[config.mk]
export PLATFORM = sky130hd
export DESIGN_NAME = dmapg_top
export DESIGN_NICKNAME = d
export VERILOG_FILES = /design/src/rtl/dmapg_pkg.sv /design/src/rtl/dmapg_pagefile.sv /design/src/rtl/dmapg_ofs_ctr.sv /design/src/rtl/dmapg_addr_fsm.sv /design/src/rtl/dmapg_top.sv
export SDC_FILE = /design/constraint.sdc
export NUM_CORES = 1
export LEC_CHECK = 0
export ABC_CLOCK_PERIOD_IN_PS = 3290
export BUFFER_PORTS_ARGS = -buffer_cell sky130_fd_sc_hd__buf_2
export CORE_ASPECT_RATIO = 1.4
export CORE_UTILIZATION = 45
export DETAILED_ROUTE_END_ITERATION = 10
export HOLD_SLACK_MARGIN = 0.03
export PLACE_DENSITY = 0.7
export SLEW_MARGIN = 0
export SYNTH_ARGS = -nofsm -noshare
export SYNTH_HDL_FRONTEND = slang
export SYNTH_SLANG_ARGS = --single-unit
[constraint.sdc]
create_clock -name clk -period 3.29 [get_ports clk]
set_input_delay 0.658 -clock clk [delete_from_list [all_inputs] [get_ports clk]]
set_output_delay 0.658 -clock clk [all_outputs]
set_load 0.02 [all_outputs]
[src/rtl/dmapg_pkg.sv]
package dmapg_pkg;
    localparam int NCH        = 8;
    localparam int PAGE_W     = 8;
    localparam int OFS_W      = 16;
    localparam int ADDR_W     = PAGE_W + OFS_W;
    localparam int CH_W       = $clog2(NCH);
    localparam int CASCADE_CH = 4;   // slot 4 of the page file holds refresh

    typedef enum logic [1:0] {
        ST_IDLE,
        ST_BYTE,
        ST_WORD,
        ST_CASCADE
    } mode_e;

    typedef struct packed {
        logic            hit;
        logic [CH_W-1:0] idx;
    } io_hit_t;

    function automatic io_hit_t io_decode(input logic [7:0] a);
        io_hit_t r;
        r.hit = 1'b1;
        unique case (a)
            8'h87:   r.idx = 3'd0;
            8'h83:   r.idx = 3'd1;
            8'h81:   r.idx = 3'd2;
            8'h82:   r.idx = 3'd3;
            8'h8F:   r.idx = 3'd4;
            8'h8B:   r.idx = 3'd5;
            8'h89:   r.idx = 3'd6;
            8'h8A:   r.idx = 3'd7;
            default: begin r.hit = 1'b0; r.idx = 3'd0; end
        endcase
        return r;
    endfunction
endpackage

[src/rtl/dmapg_pagefile.sv]
module dmapg_pagefile
    import dmapg_pkg::*;
#(
    parameter int N  = NCH,
    parameter int PW = PAGE_W
) (
    input  logic                 clk,
    input  logic                 rst_n,
    input  logic [7:0]           io_addr,
    input  logic [PW-1:0]        io_wdata,
    input  logic                 io_wr,
    input  logic                 io_rd,
    output logic [PW-1:0]        io_rdata,
    output logic                 io_nsel,
    output logic [N-1:0][PW-1:0] page
);
    io_hit_t dec;
    assign dec = io_decode(io_addr);

    always_ff @(posedge clk) begin
        if (!rst_n) begin
            page     <= '0;
            io_rdata <= '0;
            io_nsel  <= 1'b0;
        end else begin
            if (io_wr && dec.hit)
                page[dec.idx] <= io_wdata;
            if (io_rd) begin
                io_rdata <= dec.hit ? page[dec.idx] : '0;
                io_nsel  <= !dec.hit;
            end
        end
    end
endmodule

[src/rtl/dmapg_ofs_ctr.sv]
module dmapg_ofs_ctr
    import dmapg_pkg::*;
#(
    parameter int OW = OFS_W,
    parameter int CW = CH_W,
    parameter int CH = 0
) (
    input  logic          clk,
    input  logic          rst_n,
    input  logic [CW-1:0] chan_sel,
    input  logic          load,
    input  logic [OW-1:0] data,
    input  logic          step,
    input  logic          down,
    output logic [OW-1:0] ofs
);
    logic mine;
    assign mine = (chan_sel == CW'(CH));

    // Plain modular add/subtract: wraps inside the page, no carry out.
    always_ff @(posedge clk) begin
        if (!rst_n)
            ofs <= '0;
        else if (mine && load)
            ofs <= data;
        else if (mine && step)
            ofs <= down ? ofs - OW'(1) : ofs + OW'(1);
    end
endmodule

[src/rtl/dmapg_addr_fsm.sv]
module dmapg_addr_fsm
    import dmapg_pkg::*;
#(
    parameter int N  = NCH,
    parameter int PW = PAGE_W,
    parameter int OW = OFS_W,
    parameter int CW = CH_W,
    parameter int CC = CASCADE_CH,
    localparam int AW = PW + OW
) (
    input  logic                 clk,
    input  logic                 rst_n,
    input  logic [CW-1:0]        chan_sel,
    input  logic [N-1:0][PW-1:0] page,
    input  logic [N-1:0][OW-1:0] ofs,
    output logic [AW-1:0]        sys_addr,
    output logic                 bhe,
    output logic                 chan_bad
);
    mode_e         state, state_nx;
    logic [CW-1:0] ch_q;
    logic [PW-1:0] pg;
    logic [OW-1:0] of;

    always_comb begin
        if (chan_sel == CW'(CC))
            state_nx = ST_CASCADE;
        else if (chan_sel < CW'(CC))
            state_nx = ST_BYTE;
        else
            state_nx = ST_WORD;
    end

    always_ff @(posedge clk) begin
        if (!rst_n) begin
            state <= ST_IDLE;
            ch_q  <= '0;
        end else begin
            state <= state_nx;
            ch_q  <= chan_sel;
        end
    end

    assign pg = page[ch_q];
    assign of = ofs[ch_q];

    always_comb begin
        sys_addr = '0;
        bhe      = 1'b0;
        chan_bad = 1'b0;
        unique case (state)
            ST_IDLE: ;
            ST_BYTE: begin
                sys_addr = {pg, of};
                bhe      = ~of[0];
            end
            ST_WORD: begin
                sys_addr = {pg[PW-1:1], of, 1'b0};
            end
            ST_CASCADE: begin
                chan_bad = 1'b1;
            end
        endcase
    end
endmodule

[src/rtl/dmapg_top.sv]
module dmapg_top
    import dmapg_pkg::*;
#(
    parameter int N  = NCH,
    parameter int PW = PAGE_W,
    parameter int OW = OFS_W,
    localparam int CW = $clog2(N),
    localparam int AW = PW + OW
) (
    input  logic          clk,
    input  logic          rst_n,
    input  logic [7:0]    io_addr,
    input  logic [PW-1:0] io_wdata,
    input  logic          io_wr,
    input  logic          io_rd,
    output logic [PW-1:0] io_rdata,
    output logic          io_nsel,
    input  logic [CW-1:0] chan_sel,
    input  logic          ofs_load,
    input  logic [OW-1:0] ofs_data,
    input  logic          ofs_step,
    input  logic          ofs_down,
    output logic [AW-1:0] sys_addr,
    output logic          bhe,
    output logic          chan_bad
);
    logic [N-1:0][PW-1:0] page;
    logic [N-1:0][OW-1:0] ofs;

    dmapg_pagefile #(.N(N), .PW(PW)) u_pages (
        .clk(clk), .rst_n(rst_n), .io_addr(io_addr), .io_wdata(io_wdata),
        .io_wr(io_wr), .io_rd(io_rd), .io_rdata(io_rdata), .io_nsel(io_nsel),
        .page(page)
    );

    for (genvar c = 0; c < N; c++) begin : g_ofs
        if (c == CASCADE_CH) begin : g_none
            assign ofs[c] = '0;
        end else begin : g_ctr
            dmapg_ofs_ctr #(.OW(OW), .CW(CW), .CH(c)) u_ctr (
                .clk(clk), .rst_n(rst_n), .chan_sel(chan_sel),
                .load(ofs_load), .data(ofs_data), .step(ofs_step),
                .down(ofs_down), .ofs(ofs[c])
            );
        end
    end

    dmapg_addr_fsm #(.N(N), .PW(PW), .OW(OW), .CW(CW), .CC(CASCADE_CH)) u_fsm (
        .clk(clk), .rst_n(rst_n), .chan_sel(chan_sel), .page(page), .ofs(ofs),
        .sys_addr(sys_addr), .bhe(bhe), .chan_bad(chan_bad)
    );
endmodule

==> results of run 1 <==
-- per-layer routing --
metal,up-vias,part of all wire,track usage
met1,6407,0.39,0.327
li1,6307,-,-
met4,0,0.061,0.174
met5,-,0,0
met3,136,0.070,0.0405
met2,531,0.48,0.470
-- cell type report --
cell class              instances  share of cell area
inverters                      34             0.00793
well taps                     395              0.0307
flip-flops and latches        190               0.237
clock buffers                  17              0.0264
clock inverters                15              0.0134
multi-input cells            1342               0.629
repair buffers                138              0.0560
-- cell usage in the layout, fill, tap and decap left out, drive strengths merged, types with 23 or more instances in the layout --
cell | synthesis | layout
xnor2 | 68 | 68
o22ai | 24 | 24
nand3 | 56 | 56
a21boi | 77 | 77
o211ai | 63 | 63
a21oi | 97 | 97
dfxtp | 190 | 190
o21ai | 69 | 69
ha | 101 | 101
xor2 | 28 | 28
mux4 | 32 | 32
mux2i | 72 | 72
buf | 19 | 138
nand2 | 139 | 139
nor2 | 108 | 108
nor3 | 49 | 49
inv | 34 | 42
a21o | 23 | 23
nor2b | 80 | 80
-- power groups by stage --
stage,registers (uW),logic [uW],clock network [uW]
floorplan,2450,791,0
global placement,2480,1090,0
detailed placement,2480,1110,0
CTS,2430,1120,2310
global route,2430,1230,2400
finish,2430,1130,2280
-- cell families (layout without fill, tap and decap cells) --
kind of cell,after synthesis,in the layout,synth area share
XOR/XNOR,96,96,0.0582
adder cells (fa/ha/maj),108,108,0.0972
AND/OR/NAND/NOR,505,505,0.179
flip-flops,190,190,0.263
multiplexers,122,122,0.114
buffers and inverters,124,204,0.0356
AO/OA/AOI/OAI,511,511,0.252
-- what timing repair did --
| action | in CTS | in global routing |
|---|---|---|
| hold buffers | 0 | 0 |
| gates resized for setup | 1 | 1 |
| cloned | 0 | 0 |
| setup endpoints to repair | 4 | 1 |
-- flip-flops by register name, summed over array words and instances, names as in the netlist --
name                   flops
u_pages.io_rdata           8
u_pages.page              64
u_pages.io_nsel            1
u_fsm.ch_q                 3
g_ofs.g_ctr.u_ctr.ofs    112
u_fsm.state                2
-- stage by stage --
| step | power (uW) | area, sq um | std cells |
|---|---|---|---|
| after floorplan | 3240 | 14400 | 1656 |
| after global placement | 3570 | 15500 | 2099 |
| after detailed placement | 3590 | 15500 | 2099 |
| after CTS | 5850 | 16100 | 2131 |
| after global routing | 6070 | 16100 | 2131 |
| final | 5840 | 16100 | 2131 |
-- worst max path at each step --
stage                                         to  slack [ns]  cells past startpoint
detailed placement  g_ofs[5].g_ctr.u_ctr.ofs[15]        0.06                     12
global route                         sys_addr[1]        0.07                      5
global placement    g_ofs[1].g_ctr.u_ctr.ofs[14]        0.10                     12
floorplan           g_ofs[6].g_ctr.u_ctr.ofs[14]        0.61                      9
CTS                                 sys_addr[12]        0.13                      6
finish                               sys_addr[1]        0.15                      5
==> results.json, run 1 <==
{
  "r2r-end": "g_ofs[0].g_ctr.u_ctr.ofs[14]",
  "synth-seq-area-share": 0.263,
  "rr_worst_depth": 9,
  "p_int_uw": 3990,
  "cts-root-buf": "clkbuf_16",
  "fin_crit_sh": 0.955,
  "finalSetupViolCount": 0,
  "final_max_slew_viol_count": 0,
  "via_per_inst": 6.28,
  "dr.first_iter.drc_count": 831,
  "place_ws_ns": 0.0630,
  "worstReg2RegStart": "g_ofs[0].g_ctr.u_ctr.ofs[0]",
  "hold_path.class": "flop to flop",
  "relSlewSlack": 0.327,
  "multi_input_area_sq_mm": 0.0101,
  "h-tree-depth": 4,
  "ff_latch_area_sq_mm": 0.00381,
  "place.gp.congestion": 0.920,
  "area_delta_synth_final_pct": 11.5,
  "cts_tree": "done",
  "status": "complete, no violations",
  "synthArstFlopShare": 0,
  "grt_overflow": 0,
  "grt_pass1_vias": 12954,
  "start_util": 0.457,
  "cp_data_arrival_time_ns": 2.48,
  "final_util": 0.509,
  "p_leak_uw": 0.00630,
  "vias": 13381,
  "netlist_instances": 1656,
  "worst_path_max_delay_cell": "nor2_2",
  "rows": 77,
  "synthFlopType": "dfxtp_1",
  "p_sw_frac": 0.316,
  "critPathTopFamily": "compound AO/OA/AOI/OAI gates",
  "r2r_setup_slack_ns": 0.70,
  "antenna_left": 0,
  "fmax_ghz": 0.318,
  "ys_ff_latch": 190,
  "crit_path_end_kind": "primary output",
  "final_nets": 1873,
  "dr.pass1.iters": 5,
  "drt_wl_total_microns": 44900,
  "synth_most_common_cell": "dfxtp_1",
  "crit_fanout": 16,
  "synth_common_cells": "dfxtp_1 (190), nand2_1 (137), ha_1 (101)",
  "min_period_ns": 3.14,
  "cts_sinks": 190,
  "core-area_sq_mm": 0.0316,
  "clk_pin_slew_worst_paths_ns": 0.07,
  "rsz0062_at_grt": "false",
  "crit_start": "u_fsm.ch_q[2]",
  "syn_area_per_cell_sq_um": 8.72,
  "die_h_microns": 214,
  "setup_ws_ns": 0.148,
  "track_usage": 0.277,
  "seqPwrFrac": 0.416,
  "fin_skew_ns": 0.0129,
  "yosys.area.top_type": "dfxtp_1",
  "cts_buffers": 17,
  "max-cap-violations": 0,
  "die_area_sq_mm": 0.0328,
  "cts_setup_buffers": 0,
  "wl_per_cell_microns": 21.1,
  "synth_edf_count": 0,
  "syn-num-nets": 1806,
  "power_frac_clock": 0.391,
  "dpl.hpwl_microns": 32400,
  "grt_max_degree": 82,
  "worstPathRequired_ns": 2.63,
  "max-vdd-ir-drop_mv": 0.286,
  "insertion_delay_ns": 0.46,
  "layout-drive-gt1-share": 0.153,
  "yosys.area.top_type_share": 0.263,
  "synthTopCellsByArea": "dfxtp_1 (26%), ha_1 (8.8%), mux2i_1 (5.0%), mux4_2 (5.0%), xnor2_1 (4.1%)",
  "slowest_delay_ns": 0.52,
  "antenna_found_initial": 0,
  "min_from": "u_pages.io_nsel",
  "ys_warn_count": 0,
  "fillers": 2941,
  "start_kind": "flop",
  "path_class": "flop to primary output",
  "worst_pin_slew_ns": 0.999,
  "holdPathEnd": "u_pages.io_nsel",
  "ys_types": 83,
  "grt_pass1_wl_microns": 70900,
  "hold_ws_ns": 0.481,
  "diodes": 0,
  "fin_setup_tns_ns": 0,
  "power_density_mw_per_mm2": 363,
  "ios": 77,
  "path_cells": "nor2_2, a221oi_1, a21oi_1, a22o_1, buf_2",
  "cp_num_buf_inv": 1,
  "port_buffers": 76,
  "timing.final.hold_violations": 0,
  "combPwrFrac": 0.194,
  "clock_path_buffers": 2,
  "post-route-drc-count": 0,
  "syn_area_sq_mm": 0.0144,
  "min_path_cells": 1,
  "p_sw_uw": 1850,
  "die_w_microns": 153
}
(Power assumes the default switching activity.)
==> run 2, diff against run 1 <==
Settings changed: REMOVE_ABC_BUFFERS from default to 1, SLEW_MARGIN 0 to 20.
==> results.json, run 2 (synthesis results as in run 1) <==
{
  "status": "complete, no violations",
  "core-area_sq_mm": 0.0316,
  "grt_pass1_wl_microns": 68500,
  "insertion_delay_ns": 0.46,
  "top_register": "g_ofs.g_ctr.u_ctr.ofs",
  "ios": 77,
  "worst_path_max_delay_cell": "nor2_1",
  "final_util": 0.507,
  "rsz0062_at_grt": "false",
  "cts_buffers": 17,
  "total_power_uw": 5610,
  "clock_path_buffers": 2,
  "final_cell_mix": "dfxtp_1 (187), nand2_1 (137), ha_1 (101)",
  "power_frac_clock": 0.371,
  "fin_cells": 2126,
  "p_int_uw": 3840,
  "start_util": 0.457,
  "via_per_inst": 6.17,
  "antenna_left": 0,
  "grt_pass1_vias": 13564,
  "post_cts_resized": 0,
  "final_max_slew_viol_count": 0,
  "p_sw_uw": 1770,
  "cpMostUsedCell": "nor2_1",
  "fillers": 2930,
  "die_area_sq_mm": 0.0328,
  "final_nets": 1868,
  "seqPwrFrac": 0.432,
  "timing.final.hold_violations": 0,
  "worstPathRequired_ns": 2.63,
  "holdPathEnd": "g_ofs[2].g_ctr.u_ctr.ofs[9]",
  "worstReg2RegStart": "g_ofs[0].g_ctr.u_ctr.ofs[0]",
  "cts_sinks": 190,
  "p_leak_uw": 0.00626,
  "die_h_microns": 214,
  "drt_wl_total_microns": 41900,
  "start_kind": "flop",
  "min_path_cells": 2,
  "track_usage": 0.259,
  "die_w_microns": 153,
  "hold_path.class": "flop to flop",
  "path_class": "flop to primary output",
  "cts_setup_buffers": 0,
  "dr.pass1.iters": 5,
  "max-vdd-ir-drop_mv": 0.319,
  "layout_commonest_cell": "dfxtp_1",
  "relSlewSlack": 0.226,
  "fmax_ghz": 0.312,
  "port_buffers": 76,
  "dp_cells": 2094,
  "grt_max_degree": 85,
  "fin_skew_ns": 0.0166,
  "cts_hold_buffers": 0,
  "grt_overflow": 0,
  "crit_fanout": 7,
  "dr.first_iter.drc_count": 892,
  "area_delta_synth_final_pct": 10.9,
  "vias": 13124,
  "fin_crit_sh": 0.975,
  "path_cells": "inv_1, ha_1, nor2b_1, nor2_1, nor2_1, buf_2",
  "combPwrFrac": 0.197,
  "largest_reg_flops": 112,
  "cp_data_arrival_time_ns": 2.55,
  "dpl.hpwl_microns": 31800,
  "finalSetupViolCount": 0,
  "critPathTopFamily": "simple AND/OR/NAND/NOR gates",
  "r2r_setup_slack_ns": 0.68,
  "cts-root-buf": "clkbuf_16",
  "crit_path_end_kind": "primary output",
  "post-route-drc-count": 0,
  "h-tree-depth": 4,
  "min_period_ns": 3.21,
  "slowest_delay_ns": 0.87,
  "power_density_mw_per_mm2": 351,
  "max-cap-violations": 0,
  "reg.largest.list": "g_ofs.g_ctr.u_ctr.ofs x112, u_pages.page x64, u_pages.io_rdata x8",
  "layout-drive-gt1-share": 0.150,
  "rr_worst_depth": 9,
  "hold_ws_ns": 0.481,
  "clk_pin_slew_worst_paths_ns": 0.07,
  "min_from": "g_ofs[2].g_ctr.u_ctr.ofs[9]",
  "p_sw_frac": 0.316,
  "place.gp.congestion": 0.906,
  "r2r-end": "g_ofs[0].g_ctr.u_ctr.ofs[14]",
  "cts_tree": "done",
  "cp_num_buf_inv": 2,
  "rows": 77,
  "wl_per_cell_microns": 19.7,
  "worst_pin_slew_ns": 1.16,
  "diodes": 0,
  "antenna_found_initial": 0
}
run 2: cell count changes in the layout (fill, tap and decap cells not counted), sizes merged:
| cell | delta |
|---|---|
| bufinv | -2 |
| clkinv | +2 |
| clkbuf | +1 |
| inv | -1 |
| buf | -5 |
run 2: stage by stage:
stage	cell area (sq um)	worst slack, ns	TNS (ns)
floorplan	14100	-0.268	-4.09
detailed placement	15400	-0.00535	-0.00535
global placement	15400	0.0722	0
CTS	16000	0.103	0
global route	16000	0.0554	0
finish	16000	0.0821	0
run 2: how the worst max path moves through the flow:
stage | startpoint | endpoint | slack [ns] | cells past startpoint
after CTS | u_fsm.state[0] | sys_addr[18] | 0.10 | 6
after detailed placement | ofs_down | g_ofs[2].g_ctr.u_ctr.ofs[15] | -0.005 | 11
after floorplan | u_fsm.ch_q[0] | bhe | -0.27 | 4
after global routing | u_fsm.state[0] | sys_addr[18] | 0.06 | 6
after global placement | ofs_down | g_ofs[2].g_ctr.u_ctr.ofs[15] | 0.07 | 11
final | u_fsm.state[0] | sys_addr[18] | 0.08 | 6
run 2: cell type report:
class                      count  area (sq um)  area share
clock buffer                  18           439      0.0274
clock inverter                14           145     0.00906
inverter                      34           128     0.00797
multi-input combinational   1342         10100       0.632
sequential                   190          3810       0.238
tap                          395           494      0.0309
timing repair buffer         133           876      0.0547
run 2: worst reg2reg max path: cells and delay by family (launching register included):
| kind | cells | cell delay [ns] |
|---|---|---|
| compound gates | 6 | 1.33 |
| xor+xnor | 1 | 0.18 |
| fa+ha+maj | 1 | 0.47 |
| flops | 1 | 0.39 |
| simple gates | 1 | 0.12 |
run 2: layer usage:
| metal | global-route usage | vias up | routed length, microns |
|---|---|---|---|
| met1 | 0.281 | 6334 | 16100 |
| met4 | 0.129 | 0 | 1820 |
| met3 | 0.0312 | 115 | 1790 |
| met2 | 0.491 | 387 | 22100 |
| li1 | - | 6288 | - |
| met5 | 0 | - | 0 |
run 2: power groups by stage:
| stage | clock, uW | sequential, uW | combinational (uW) |
|---|---|---|---|
| 6_report | 2080 | 2420 | 1110 |
| 5_1_grt | 2190 | 2430 | 1220 |
| 4_1_cts | 2120 | 2420 | 1100 |
| 3_5_place_dp | 0 | 2480 | 1090 |
| 3_3_place_gp | 0 | 2470 | 1070 |
| 2_1_floorplan | 0 | 2470 | 712 |
==> run 3, diff against run 2 <==
Settings changed: ABC_CLOCK_PERIOD_IN_PS 3290 to 2800, PLACE_DENSITY 0.7 to 0.72, SETUP_SLACK_MARGIN from default to 0.4.
Clock period 3.29 ns to 2.8 ns, I/O delays scaled along.
==> results.json, run 3 (synthesis results as in run 1) <==
{
  "hold_path.class": "input port to flop",
  "cts_tree": "done",
  "diodes": 0,
  "layout-drive-gt1-share": 0.313,
  "die_w_microns": 153,
  "drt_wl_total_microns": 48000,
  "holdPathEnd": "u_pages.io_nsel",
  "slowest_delay_ns": 0.39,
  "crit_start": "u_fsm.ch_q[2]",
  "max-cap-violations": 0,
  "cp_num_buf_inv": 2,
  "antenna_found_initial": 0,
  "worst_pin_slew_ns": 0.847,
  "place.gp.congestion": 0.951,
  "grt_pass1_vias": 14355,
  "critPathTopFamily": "compound AO/OA/AOI/OAI gates",
  "min_path_cells": 2,
  "grt_max_degree": 65,
  "track_usage": 0.278,
  "cts_sinks": 190,
  "fin_skew_ns": 0.0151,
  "fmax_ghz": 0.348,
  "path_cells": "bufbuf_16, mux2_2, a221oi_1, a21oi_1, a22o_1, buf_2",
  "total_power_uw": 7300,
  "violations": "negative setup slack",
  "antenna_left": 0,
  "worstReg2RegStart": "g_ofs[5].g_ctr.u_ctr.ofs[1]",
  "start_kind": "flop",
  "wl_per_cell_microns": 20.8,
  "final_cell_mix": "buf_4 (204), dfxtp_1 (174), nand2_1 (136)",
  "setup_ws_ns": -0.0775,
  "r2r-end": "g_ofs[5].g_ctr.u_ctr.ofs[14]",
  "dp_cells": 2230,
  "reg.largest.list": "g_ofs.g_ctr.u_ctr.ofs x112, u_pages.page x64, u_pages.io_rdata x8",
  "post-route-drc-count": 0,
  "cp_data_arrival_time_ns": 2.32,
  "power_density_mw_per_mm2": 385,
  "timing.final.hold_violations": 0,
  "final_max_slew_viol_count": 0,
  "path_class": "flop to primary output",
  "h-tree-depth": 4,
  "min_from": "io_rd",
  "die_h_microns": 214,
  "p_leak_uw": 0.00747,
  "grt_pass1_wl_microns": 73100,
  "dr.pass1.iters": 5,
  "crit_path_end_kind": "primary output",
  "relSlewSlack": 0.433,
  "ios": 77,
  "via_per_inst": 6.21,
  "finalSetupViolCount": 6,
  "status": "finished with violations",
  "area_delta_synth_final_pct": 31.1,
  "r2r_setup_slack_ns": 0.38,
  "dpl.hpwl_microns": 32400,
  "core-area_sq_mm": 0.0316,
  "fin_cells": 2307,
  "cts_hold_buffers": 0,
  "final_nets": 2049,
  "worst_path_max_delay_cell": "dfxtp_4",
  "grt_overflow": 0,
  "clock_path_buffers": 2,
  "clk_pin_slew_worst_paths_ns": 0.08,
  "min_period_ns": 2.88,
  "cts_buffers": 17,
  "worstPathRequired_ns": 2.24,
  "vias": 14320,
  "largest_reg_flops": 112,
  "cts-root-buf": "clkbuf_16",
  "crit_fanout": 5,
  "rsz0062_at_grt": "true",
  "top_register": "g_ofs.g_ctr.u_ctr.ofs",
  "dr.first_iter.drc_count": 1004,
  "insertion_delay_ns": 0.46,
  "rows": 77,
  "max-vdd-ir-drop_mv": 0.394,
  "layout_commonest_cell": "buf_4",
  "start_util": 0.457,
  "fin_crit_sh": 1.03,
  "rr_worst_depth": 10,
  "port_buffers": 76,
  "die_area_sq_mm": 0.0328
}
-- run 3: cell count changes in the layout (fill, tap and decap cells not counted), sizes merged --
cell | previous run | this run
buf | 133 | 310
bufbuf | 0 | 1
bufinv | 0 | 3
clkinv | 6 | 5
inv | 41 | 40
clkbuf | 18 | 20
-- run 3: worst max path at each step --
stage,end,slack [ns],cells after the start
detailed placement,g_ofs[1].g_ctr.u_ctr.ofs[15],-0.29,12
finish,sys_addr[4],-0.08,6
CTS,sys_addr[4],-0.04,6
global route,sys_addr[16],-0.08,8
global placement,g_ofs[3].g_ctr.u_ctr.ofs[15],-0.24,12
floorplan,bhe,-0.66,4
-- run 3: stage by stage --
| stage | setup slack, ns | hold WS [ns] | setup TNS [ns] | cell area (sq um) | utilization |
|---|---|---|---|---|---|
| 6_report | -0.0775 | 0.457 | -0.235 | 18900 | 0.599 |
| 4_1_cts | -0.0380 | 0.447 | -0.254 | 17800 | 0.563 |
| 5_1_grt | -0.0816 | 0.462 | -0.496 | 18900 | 0.599 |
| 3_5_place_dp | -0.289 | 0.464 | -5.70 | 16500 | 0.521 |
| 2_1_floorplan | -0.660 | 0.444 | -12.20 | 14100 | - |
| 3_3_place_gp | -0.238 | 0.457 | -4.14 | 16500 | 0.521 |
-- run 3: per-layer routing --
layer / vias up / track usage / share of wire
met3: 165 / 0.0373 / 0.052
met4: 0 / 0.156 / 0.057
met5: - / 0 / 0
li1: 6671 / - / -
met2: 521 / 0.514 / 0.52
met1: 6963 / 0.302 / 0.37
-- run 3: repair_timing --
item                                    4_1_cts  5_1_grt
resized for setup                            88      197
gates cloned                                  6        4
endpoints found under the setup margin       56       63
pin swaps                                    29      105
buffers inserted                             12       23
-- run 3: layout make-up --
class / count / area [sq um]
clock buffer: 17 / 425
multi-input combinational: 1342 / 11100
fill: 2556 / 12700
clock inverter: 15 / 204
timing repair buffer: 314 / 2710
sequential: 190 / 3840
inverter: 34 / 128
tap: 395 / 494
-- run 3: report_power, final --
part	switching (uW)	internal (uW)	total [uW]
registers	76.4	2770	2840
logic	951	826	1780
clock network	1230	1440	2680
-- run 3: worst reg2reg max path, stage by stage, from the launching register on --
cell,delay (ns)
dfxtp_4,0.37
fa_2,0.40
a21oi_2,0.15
o211ai_1,0.17
o41ai_2,0.31
buf_4,0.19
o21ai_2,0.06
o41ai_2,0.34
xnor2_1,0.16
o21ai_1,0.08
o21ai_1,0.14
